$ cat config.mk
export PLATFORM = sky130hd
export DESIGN_NAME = serial_cfg_port
export DESIGN_NICKNAME = d
export VERILOG_FILES = /design/src/rtl/cfg_port_pkg.sv /design/src/rtl/cfg_sync_edge.sv /design/src/rtl/cfg_shift_ctrl.sv /design/src/rtl/cfg_main_bank.sv /design/src/rtl/cfg_aux_bank.sv /design/src/rtl/serial_cfg_port.sv
export SDC_FILE = /design/constraint.sdc
export NUM_CORES = 1
export LEC_CHECK = 0
export ABC_AREA = 1
export CORE_UTILIZATION = 45
export CTS_CLUSTER_SIZE = 8
export DETAILED_ROUTE_END_ITERATION = 12
export GPL_TIMING_DRIVEN = 1
export PLACE_DENSITY = 0.66
export SETUP_SLACK_MARGIN = 0.1
export SKIP_LAST_GASP = 1
export SYNTH_ARGS = -nofsm -noshare
export SYNTH_HDL_FRONTEND = slang
export SYNTH_HIERARCHICAL = 1
export SYNTH_SLANG_ARGS = --single-unit
$ cat constraint.sdc
create_clock -name clk -period 1.5 [get_ports clk]
set_input_delay 0.225 -clock clk [delete_from_list [all_inputs] [get_ports clk]]
set_output_delay 0.225 -clock clk [all_outputs]
set_load 0.02 [all_outputs]
$ cat src/rtl/cfg_port_pkg.sv
package cfg_port_pkg;
    localparam int MAIN_W      = 20;
    localparam int AUX_W       = 8;
    localparam int REF_W       = 6;
    localparam int MDIV_W      = 9;
    localparam int SWAL_W      = 4;
    localparam int SYNC_STAGES = 2;

    // bit positions inside the held auxiliary byte (index n = n-th bit sent)
    localparam int AUX_DBG_MAIN = 2;
    localparam int AUX_PWR_DN   = 3;
    localparam int AUX_CNT_LD   = 4;
    localparam int AUX_DBG_MOD  = 5;
    localparam int AUX_DBG_REF  = 6;

    typedef enum logic [1:0] {
        ST_IDLE = 2'd0,
        ST_MAIN = 2'd1,
        ST_AUX  = 2'd2
    } port_state_e;

    typedef struct packed {
        logic [REF_W-1:0]  ref_div;
        logic [MDIV_W-1:0] main_div;
        logic [SWAL_W-1:0] swallow;
        logic              bypass;
    } div_cfg_t;

    typedef struct packed {
        logic dbg_main;
        logic power_down;
        logic counter_load;
        logic dbg_modsel;
        logic dbg_ref;
    } aux_ctl_t;
endpackage

$ cat src/rtl/cfg_sync_edge.sv
module cfg_sync_edge #(
    parameter int N      = 1,
    parameter int STAGES = 2
) (
    input  logic         clk,
    input  logic         rst_n,
    input  logic [N-1:0] async_i,
    output logic [N-1:0] level_o,
    output logic [N-1:0] rise_o,
    output logic [N-1:0] fall_o
);
    genvar g;
    generate
        for (g = 0; g < N; g++) begin : g_bit
            logic [STAGES-1:0] chain;
            logic              prev;

            always_ff @(posedge clk or negedge rst_n) begin
                if (!rst_n) begin
                    chain <= '0;
                    prev  <= 1'b0;
                end else begin
                    chain <= {chain[STAGES-2:0], async_i[g]};
                    prev  <= chain[STAGES-1];
                end
            end

            assign level_o[g] = chain[STAGES-1];
            assign rise_o[g]  = chain[STAGES-1] & ~prev;
            assign fall_o[g]  = ~chain[STAGES-1] & prev;
        end
    endgenerate
endmodule

$ cat src/rtl/cfg_shift_ctrl.sv
module cfg_shift_ctrl
    import cfg_port_pkg::*;
(
    input  logic        clk,
    input  logic        rst_n,
    input  logic        load_lvl,
    input  logic        route_lvl,
    input  logic        load_rise,
    input  logic        route_fall,
    input  logic        sclk_rise,
    output logic        shift_main,
    output logic        shift_aux,
    output logic        xfer,
    output logic        capture,
    output port_state_e state_o
);
    port_state_e state_q, state_d;

    // next-state logic
    always_comb begin
        state_d = state_q;
        unique case (state_q)
            ST_IDLE: begin
                if (!load_lvl)
                    state_d = route_lvl ? ST_AUX : ST_MAIN;
            end
            ST_MAIN: begin
                if (load_lvl)       state_d = ST_IDLE;
                else if (route_lvl) state_d = ST_AUX;
            end
            ST_AUX: begin
                if (load_lvl)        state_d = ST_IDLE;
                else if (!route_lvl) state_d = ST_MAIN;
            end
            default: state_d = ST_IDLE;
        endcase
    end

    // state register
    always_ff @(posedge clk or negedge rst_n) begin
        if (!rst_n) state_q <= ST_IDLE;
        else        state_q <= state_d;
    end

    // output decode
    always_comb begin
        shift_main = 1'b0;
        shift_aux  = 1'b0;
        unique case (state_q)
            ST_IDLE: ;
            ST_MAIN: shift_main = sclk_rise;
            ST_AUX:  shift_aux  = sclk_rise;
            default: ;
        endcase
        xfer    = load_rise;
        capture = route_fall;
    end

    assign state_o = state_q;
endmodule

$ cat src/rtl/cfg_main_bank.sv
module cfg_main_bank
    import cfg_port_pkg::*;
(
    input  logic              clk,
    input  logic              rst_n,
    input  logic              shift_en,
    input  logic              data_bit,
    input  logic              xfer,
    input  logic              bank_sel,
    output logic [MAIN_W-1:0] prim_o,
    output logic [MAIN_W-1:0] sec_o,
    output div_cfg_t          cfg_o
);
    logic [MAIN_W-1:0] prim_q, sec_q, word;

    always_ff @(posedge clk or negedge rst_n) begin
        if (!rst_n) begin
            prim_q <= '0;
            sec_q  <= '0;
        end else begin
            if (shift_en) prim_q <= {prim_q[MAIN_W-2:0], data_bit};
            if (xfer)     sec_q  <= prim_q;
        end
    end

    assign word = bank_sel ? prim_q : sec_q;

    // field decode; positions fixed by the serial bit order
    always_comb begin
        cfg_o.ref_div  = {word[19:18], word[7:4]};
        cfg_o.main_div = {word[17:16], word[14:8]};
        cfg_o.bypass   = word[15];
        cfg_o.swallow  = word[3:0];
    end

    assign prim_o = prim_q;
    assign sec_o  = sec_q;
endmodule

$ cat src/rtl/cfg_aux_bank.sv
module cfg_aux_bank
    import cfg_port_pkg::*;
(
    input  logic             clk,
    input  logic             rst_n,
    input  logic             shift_en,
    input  logic             data_bit,
    input  logic             capture,
    input  logic             enable,
    output logic [AUX_W-1:0] hold_o,
    output aux_ctl_t         ctl_o
);
    logic [AUX_W-1:0] shreg_q, hold_q;

    always_ff @(posedge clk or negedge rst_n) begin
        if (!rst_n) begin
            shreg_q <= '0;
            hold_q  <= '0;
        end else begin
            if (shift_en) shreg_q <= {data_bit, shreg_q[AUX_W-1:1]};
            if (capture)  hold_q  <= shreg_q;
        end
    end

    always_comb begin
        ctl_o = '0;
        if (enable) begin
            ctl_o.dbg_main     = hold_q[AUX_DBG_MAIN];
            ctl_o.power_down   = hold_q[AUX_PWR_DN];
            ctl_o.counter_load = hold_q[AUX_CNT_LD];
            ctl_o.dbg_modsel   = hold_q[AUX_DBG_MOD];
            ctl_o.dbg_ref      = hold_q[AUX_DBG_REF];
        end
    end

    assign hold_o = hold_q;
endmodule

$ cat src/rtl/serial_cfg_port.sv
module serial_cfg_port
    import cfg_port_pkg::*;
(
    input  logic              clk,
    input  logic              rst_n,
    input  logic              ser_clk,
    input  logic              ser_data,
    input  logic              load_n,
    input  logic              route_aux,
    input  logic              bank_sel,
    input  logic              aux_en_n,
    output logic [REF_W-1:0]  ref_div,
    output logic [MDIV_W-1:0] main_div,
    output logic [SWAL_W-1:0] swallow_cnt,
    output logic              prescaler_bypass,
    output logic              dbg_main,
    output logic              power_down,
    output logic              counter_load,
    output logic              dbg_modsel,
    output logic              dbg_ref
);
    localparam int NPIN = 6;
    localparam int P_SCLK = 0, P_DATA = 1, P_LOAD = 2, P_ROUTE = 3, P_BANK = 4, P_AEN = 5;

    logic [NPIN-1:0] pins, lvl, rise, fall;
    logic            shift_main, shift_aux, xfer, capture, aux_off;
    port_state_e     state;
    logic [MAIN_W-1:0] prim_word, sec_word;
    logic [AUX_W-1:0]  aux_hold;
    div_cfg_t          cfg;
    aux_ctl_t          ctl;

    assign pins = {aux_en_n, bank_sel, route_aux, load_n, ser_data, ser_clk};

    cfg_sync_edge #(.N(NPIN), .STAGES(SYNC_STAGES)) u_sync (
        .clk(clk), .rst_n(rst_n), .async_i(pins),
        .level_o(lvl), .rise_o(rise), .fall_o(fall)
    );

    cfg_shift_ctrl u_ctrl (
        .clk(clk), .rst_n(rst_n),
        .load_lvl(lvl[P_LOAD]), .route_lvl(lvl[P_ROUTE]),
        .load_rise(rise[P_LOAD]), .route_fall(fall[P_ROUTE]),
        .sclk_rise(rise[P_SCLK]),
        .shift_main(shift_main), .shift_aux(shift_aux),
        .xfer(xfer), .capture(capture), .state_o(state)
    );

    cfg_main_bank u_main (
        .clk(clk), .rst_n(rst_n), .shift_en(shift_main), .data_bit(lvl[P_DATA]),
        .xfer(xfer), .bank_sel(lvl[P_BANK]),
        .prim_o(prim_word), .sec_o(sec_word), .cfg_o(cfg)
    );

    assign aux_off = lvl[P_AEN];

    cfg_aux_bank u_aux (
        .clk(clk), .rst_n(rst_n), .shift_en(shift_aux), .data_bit(lvl[P_DATA]),
        .capture(capture), .enable(~aux_off),
        .hold_o(aux_hold), .ctl_o(ctl)
    );

    assign ref_div          = cfg.ref_div;
    assign main_div         = cfg.main_div;
    assign swallow_cnt      = cfg.swallow;
    assign prescaler_bypass = cfg.bypass;
    assign dbg_main         = ctl.dbg_main;
    assign power_down       = ctl.power_down;
    assign counter_load     = ctl.counter_load;
    assign dbg_modsel       = ctl.dbg_modsel;
    assign dbg_ref          = ctl.dbg_ref;
endmodule

==> metrics.md, run 1 <==
| Metric | Value |
|---|---|
| Global route overflow | `0` |
| Fin crit share | `101%` |
| Worst slew margin | `74.5%` |
| Clock Pin Slew Worst Setup and Hold Paths | `70 ps` |
| Hold/Removal Path Class | `in2reg` |
| Overall global routing resource usage | `18.0%` |
| Warnings, synthesis | `6` |
| Critical Path AT | `1290 ps` |
| Fillers | `540` |
| Crit-path cells | `inv_2 > clkbuf_16 > nand2_1 > nand2_1 > buf_6` |
| # port buffers | `32` |
| Initial Utilization | `47.1%` |
| Proportion of layout cells with a drive suffix above 1 | `22.2%` |
| Core box area | `5990 sq um` |
| CTS tree | `built` |
| Post-synthesis cell count | `roughly 340` |
| CTS Root Cell | `clkbuf_8` |
| Min Tclk post-route | `1520 ps` |
| DR iter-0 viols | `about 120` |
| CTS H-tree lvls | `3` |
| Slew Viols, Final | `0` |
| Mean post-synth cell area | `8.39 sq um` |
| Post-Syn Nets | `344` |
| Post-Syn Area | `2820 sq um` |
| Wire length per cell | `11.6 um` |
| Critical path class | `reg2out` |
| Die height | `81.1 um` |
| Worst VDD drop | `0.000884 V` |
| Failing checks | `setup timing` |
| Inserted Clock Buffers | `9` |
| Antenna violations before repair | `0` |
| Nets | `between 300 and 400` |
| Area grow syn2layout | `22.2%` |
| Total of max-cap violations | `0` |
| Tot Pwr | `3.90 mW` |
| Post-DRT Antenna Nets | `0` |
| Clk Latency, worst-skew pair | `330 ps` |
| Status | `finished, violations left` |
| Global-route wire length before repair | `approximately 8700 um` |
| WP data required | `1270 ps` |
| Final core utilization | `57.5%` |
| Largest net degree at the start of global routing | `~70` |
| Slowest-stage cell, CP | `dfrtp_1` |
| Iteration count of the initial detailed-routing pass | `4` |
| Max Freq | `660 MHz` |
| Die ar. | `6580 sq um` |
| Setup TNS | `-102 ps` |
| Gpl congestion | `0.761` |
| Area of the multi-input gates | `around 900 sq um` |
| Overall die width | `81.1 um` |
| Drc violations | `0` |
| Vias in the first global route | `1,911` |
| Endpoints failing setup | `8` |
| # rows | `28` |
| Maximum fanout along the worst path | `8` |
| Worst path most repeated cell | `nand2_1` |
| Leakage power | `approximately 2.0 nW` |
| Post-detail-place hpwl | `3260 um` |
| Final worst slack | `-15.9 ps` |
| Hold Vio Cnt, Final | `0` |
| Diodes inserted | `0` |
| Worst-case clock buffer depth | `2` |
| Detailed-route via count | `2,054` |
| FF/Latch Area | `1700 sq um` |
| Least-Margin Pin Slew | `381 ps` |
| CTS Sinks | `68` |
| Power Dens Cells | `around 1100 nW/um^2` |
| Worst path max stage delay | `around 400 ps` |
| Post-DR vias/cell | `~4.5` |
| Startpoint Class | `flip-flop` |
| RSZ-0062 raised after global routing | `true` |
| Top Ports | `33` |
| Critical Path End Type | `primary output` |
| Max Clock Skew | `4.50 ps` |
| Detailed Route WL | `~5300 um` |
per-stage QoR:
| step | hold WS, ps | area (sq um) | std cells | setup slack, ps |
|---|---|---|---|---|
| CTS | 310 | 3350 | 453 | 6.14 |
| detailed placement | 269 | 3170 | 436 | -74.8 |
| floorplan | -70.6 | 2820 | 336 | 425 |
| global placement | 270 | 3170 | 436 | -43.2 |
| global route | 297 | 3450 | 454 | -86.2 |
| finish | 325 | 3450 | 454 | -15.9 |
final timing paths:
| kind | to | slack, ps | from | cells past startpoint |
|---|---|---|---|---|
| max | ref_div[4] | -20 | u_sync/g_bit[4].chain[1]$_DFF_PN0_ | 5 |
| min | u_sync/g_bit[4].chain[0]$_DFF_PN0_ | 330 | bank_sel | 1 |
| max reg2reg | u_main/prim_o[8]$_DFFE_PN0P_ | 210 | u_sync/g_bit[0].chain[1]$_DFF_PN0_ | 7 |
| min reg2reg | u_sync/g_bit[2].chain[1]$_DFF_PN0_ | 350 | u_sync/g_bit[2].chain[0]$_DFF_PN0_ | 0 |
| max in group asynchronous | u_main/sec_o[17]$_DFFE_PN0P_ | 770 | rst_n | 3 |
| min in group asynchronous | u_main/sec_o[6]$_DFFE_PN0P_ | 410 | rst_n | 3 |
layout make-up:
type,instances,share of cell area [%]
well taps,75,2.72
flip-flops and latches,68,49.4
clock inverters,7,1.96
repair buffers,48,13.8
multi-input cells,230,26.6
inverters,17,1.92
clock buffers,9,3.59
layout by cell type (no fill, tap or decap), types with 3 or more instances in the layout:
cell / count
nand2_1: 203
inv_2: 5
clkbuf_8: 9
clkinv_2: 3
buf_4: 13
buf_6: 19
buf_2: 6
dfrtp_1: 68
nand2_2: 20
clkdlybuf4s50_1: 6
clkinvlp_4: 3
nor2_1: 6
inv_1: 11
power breakdown:
part | total [mW] | switching, mW | internal [mW]
logic | 0.417 | 0.241 | 0.176
clock network | 1.42 | 0.663 | 0.757
registers | 2.06 | 0.0985 | 1.96
flip-flops by register name, indices dropped and copies added, names as in the netlist:
register / count
u_sync/g_bit.prev: 3
u_main/prim_o: 20
u_ctrl/state_o: 2
u_sync/g_bit.chain: 12
u_main/sec_o: 20
u_aux/shreg_q: 6
u_aux/hold_o: 5
worst max-delay path, delay by kind of cell, from the launching register on:
| kind | cells | cell delay [ps] |
|---|---|---|
| AND/OR/NAND/NOR | 2 | 110 |
| buffers and inverters | 3 | 430 |
| flip-flops | 1 | 400 |
metal layers:
layer  track usage, %  up-vias  routed length [um]
met5                0        -                   0
met4             5.89        0                  42
met3             6.40        5                 258
met2             28.9       49                2540
met1             22.6      946                2410
li1                 -     1054                   -
repair_timing:
item | in CTS | in global routing
gates cloned | 0 | 1
gates resized for setup | 121 | 40
hold endpoints to repair | 68 | 0
hold buffers | 1 | 0
pin swaps | 0 | 8
buffers inserted | 0 | 0
endpoints found under the setup margin | 25 | 27
(Power assumes the default switching activity.)
==> run 2: changes to the inputs <==
--- a/config.mk
+++ b/config.mk
@@ -6,6 +6,7 @@
 export NUM_CORES = 1
 export LEC_CHECK = 0
 export ABC_AREA = 1
+export CAP_MARGIN = 20
 export CORE_UTILIZATION = 45
 export CTS_CLUSTER_SIZE = 8
 export DETAILED_ROUTE_END_ITERATION = 12
@@ -13,6 +14,7 @@
 export PLACE_DENSITY = 0.66
 export SETUP_SLACK_MARGIN = 0.1
 export SKIP_LAST_GASP = 1
+export SLEW_MARGIN = 15
 export SYNTH_ARGS = -nofsm -noshare
 export SYNTH_HDL_FRONTEND = slang
 export SYNTH_HIERARCHICAL = 1
==> results of run 2 <==
Same layout as run 1: the final DEF is identical, and so are final timing and power.
==> run 3: changes to the inputs <==
--- a/config.mk
+++ b/config.mk
@@ -7,6 +7,7 @@
 export LEC_CHECK = 0
 export ABC_AREA = 1
 export CAP_MARGIN = 20
+export CORE_ASPECT_RATIO = 1.4
 export CORE_UTILIZATION = 45
 export CTS_CLUSTER_SIZE = 8
 export DETAILED_ROUTE_END_ITERATION = 12
@@ -19,3 +20,4 @@
 export SYNTH_HDL_FRONTEND = slang
 export SYNTH_HIERARCHICAL = 1
 export SYNTH_SLANG_ARGS = --single-unit
+export TNS_END_PERCENT = 1
==> run 3 against run 2 <==
Effect of this change: the flow now finishes without violations; wire length down 8.5%; total power is 0.14% lower; sequential share of layout area increased by 2.4 points; final cell count fell by 2.0%; maximum frequency increased by 4.0%; worst setup slack improved by 59 ps; clock power rose by 4%; design area fell by 4.7%; critical endpoint is now main_div[6].
==> metrics.md, run 3 (synthesized netlist as in run 1, its figures left out) <==
| Metric | Value |
|---|---|
| Global-route wire length before repair | `8490 um` |
| Path depth of the worst reg2reg path | `7` |
| Power Dens Cells | `1180 nW/um^2` |
| Clk Latency, worst-skew pair | `330 ps` |
| Worst VDD drop | `0.000792 V` |
| Worst slack, placed | `-79.4 ps` |
| Gpl congestion | `0.738` |
| Sw Ratio | `24.1%` |
| Largest net degree at the start of global routing | `69` |
| Area grow syn2layout | `16.5%` |
| Die height | `95.6 um` |
| Antenna violations before repair | `0` |
| Drc violations | `0` |
| Wire length per cell | `10.8 um` |
| Fin crit share | `97.1%` |
| Maximum fanout along the worst path | `13` |
| Total of max-cap violations | `0` |
| Detailed-route via count | `2,000` |
| Die ar. | `6590 sq um` |
| Initial Utilization | `47.4%` |
| RR Startpoint | `u_sync/g_bit[0].chain[1]$_DFF_PN0_` |
| Least-Margin Pin Slew | `397 ps` |
| Top Ports | `33` |
| Hold endpoint | `u_sync/g_bit[2].chain[0]$_DFF_PN0_` |
| Share of total power in the clock network | `38.1%` |
| WP data required | `1270 ps` |
| Net Switching | `938 uW` |
| Leakage power | `roughly 1.9 nW` |
| Worst-case clock buffer depth | `2` |
| Min-delay src | `load_n` |
| CTS H-tree lvls | `3` |
| Core box area | `between 5000 and 6000 sq um` |
| Inserted Clock Buffers | `9` |
| Met3 Resource Use GR | `4.67%` |
| Startpoint Class | `flip-flop` |
| Min Tclk post-route | `1460 ps` |
| Critical path class | `reg2out` |
| Post-DRT Antenna Nets | `0` |
| Hold Path Stages | `1` |
| Max Clock Skew | `6.25 ps` |
| Overall die width | `around 70 um` |
| Max Freq | `686 MHz` |
| Setup TNS | `0 ps` |
| Most Crowded Layer GR | `met2` |
| Clock Pin Slew Worst Setup and Hold Paths | `70 ps` |
| Worst reg-to-reg setup slack | `280 ps` |
| Most frequent cells in the layout | `223 x nand2_1, 68 x dfrtp_1, 16 x buf_4` |
| Critical Path End Type | `primary output` |
| Post-detail-place hpwl | `3150 um` |
| Hold/Removal Path Class | `in2reg` |
| Post-DR vias/cell | `between 4 and 5` |
| Iteration count of the initial detailed-routing pass | `4` |
| Worst slew margin | `approximately three quarters` |
| Global route overflow | `0` |
| # rows | `33` |
| Detailed Route WL | `4800 um` |
| Nets | `378` |
| Vias in the first global route | `1,909` |
| Proportion of layout cells with a drive suffix above 1 | `14.1%` |
| Commonest non-fill, non-tap cell in the layout | `nand2_1` |
| Gate power share | `9.3%` |
| Critical Path AT | `around 1200 ps` |
| DR iter-0 viols | `73` |
| Overall global routing resource usage | `17.9%` |
| Worst r2r dst | `u_main/prim_o[10]$_DFFE_PN0P_` |
| Status | `finished, final reports clean` |
| Met1 usage | `21.2%` |
| RSZ-0062 raised after global routing | `true` |
| CTS tree | `built` |
| Final worst slack | `42.9 ps` |
| Hold Vio Cnt, Final | `0` |
| P_int | `2.95 mW` |
| Slew Viols, Final | `0` |
| Seq pwr share | `a little over half` |
| Diodes inserted | `0` |
| Endpoints failing setup | `0` |
| CTS Sinks | `a little under 70` |
| # port buffers | `32` |
| GR Util met2 | `29.4%` |
| CTS Root Cell | `clkbuf_8` |
| Tot Pwr | `a little under 4 mW` |
==> run 3: layout make-up <==
| type | instances | area (sq um) |
|---|---|---|
| well taps | 70 | 87.6 |
| repair buffers | 44 | 363 |
| clock buffers | 12 | 155 |
| inverters | 17 | 63.8 |
| fillers | 589 | 2660 |
| flip-flops and latches | 68 | 1700 |
| multi-input cells | 230 | 866 |
| clock inverters | 4 | 47.5 |
==> run 3: how the worst max path moves through the flow <==
stage / startpoint / endpoint / slack (ps)
3_3_place_gp: u_sync/g_bit[4].chain[1]$_DFF_PN0_ / prescaler_bypass / -60
6_report: u_sync/g_bit[4].chain[1]$_DFF_PN0_ / main_div[6] / 40
4_1_cts: u_sync/g_bit[4].chain[1]$_DFF_PN0_ / main_div[6] / 20
3_5_place_dp: u_sync/g_bit[4].chain[1]$_DFF_PN0_ / prescaler_bypass / -80
5_1_grt: u_sync/g_bit[4].chain[1]$_DFF_PN0_ / ref_div[3] / -60
2_1_floorplan: u_sync/g_bit[0].prev$_DFF_PN0_ / u_main/prim_o[18]$_DFFE_PN0P_ / 420
==> run 3: timing repair <==
| action | in CTS | in global routing |
|---|---|---|
| cloned | 0 | 0 |
| resized for setup | 98 | 3 |
| endpoints found under the setup margin | 25 | 25 |
| buffers inserted | 0 | 0 |
| hold endpoints to repair | 68 | 0 |
| hold buffers | 1 | 0 |
==> run 3: critical path: stages, from the launching register on <==
cell	delay, ps
dfrtp_1	410
inv_2	90
buf_12	130
nand2_1	50
nand2_1	70
buf_4	140
==> run 3: per-stage QoR <==
step | hold slack (ps) | cells | util [%] | cell area, sq um
floorplan | -70.6 | 336 | - | 2820
detailed placement | 273 | 428 | 52.8 | 3140
global route | 319 | 445 | 55.2 | 3280
global placement | 271 | 428 | 52.8 | 3140
finish | 329 | 445 | 55.2 | 3280
CTS | 312 | 445 | 55.1 | 3280
==> run 3: power groups by stage <==
| stage | combinational [mW] | sequential [mW] | clock (mW) |
|---|---|---|---|
| 3_5_place_dp | 0.395 | 2.08 | 0 |
| 4_1_cts | 0.367 | 2.05 | 1.54 |
| 5_1_grt | 0.416 | 2.07 | 1.61 |
| 3_3_place_gp | 0.386 | 2.08 | 0 |
| 2_1_floorplan | 0.250 | 2.06 | 0 |
| 6_report | 0.360 | 2.05 | 1.48 |
==> run 3: per-layer routing <==
layer / up-vias / wire length [um]
li1: 1044 / -
met1: 923 / 2240
met2: 26 / 2300
met3: 7 / 166
met4: 0 / 97
met5: - / 0
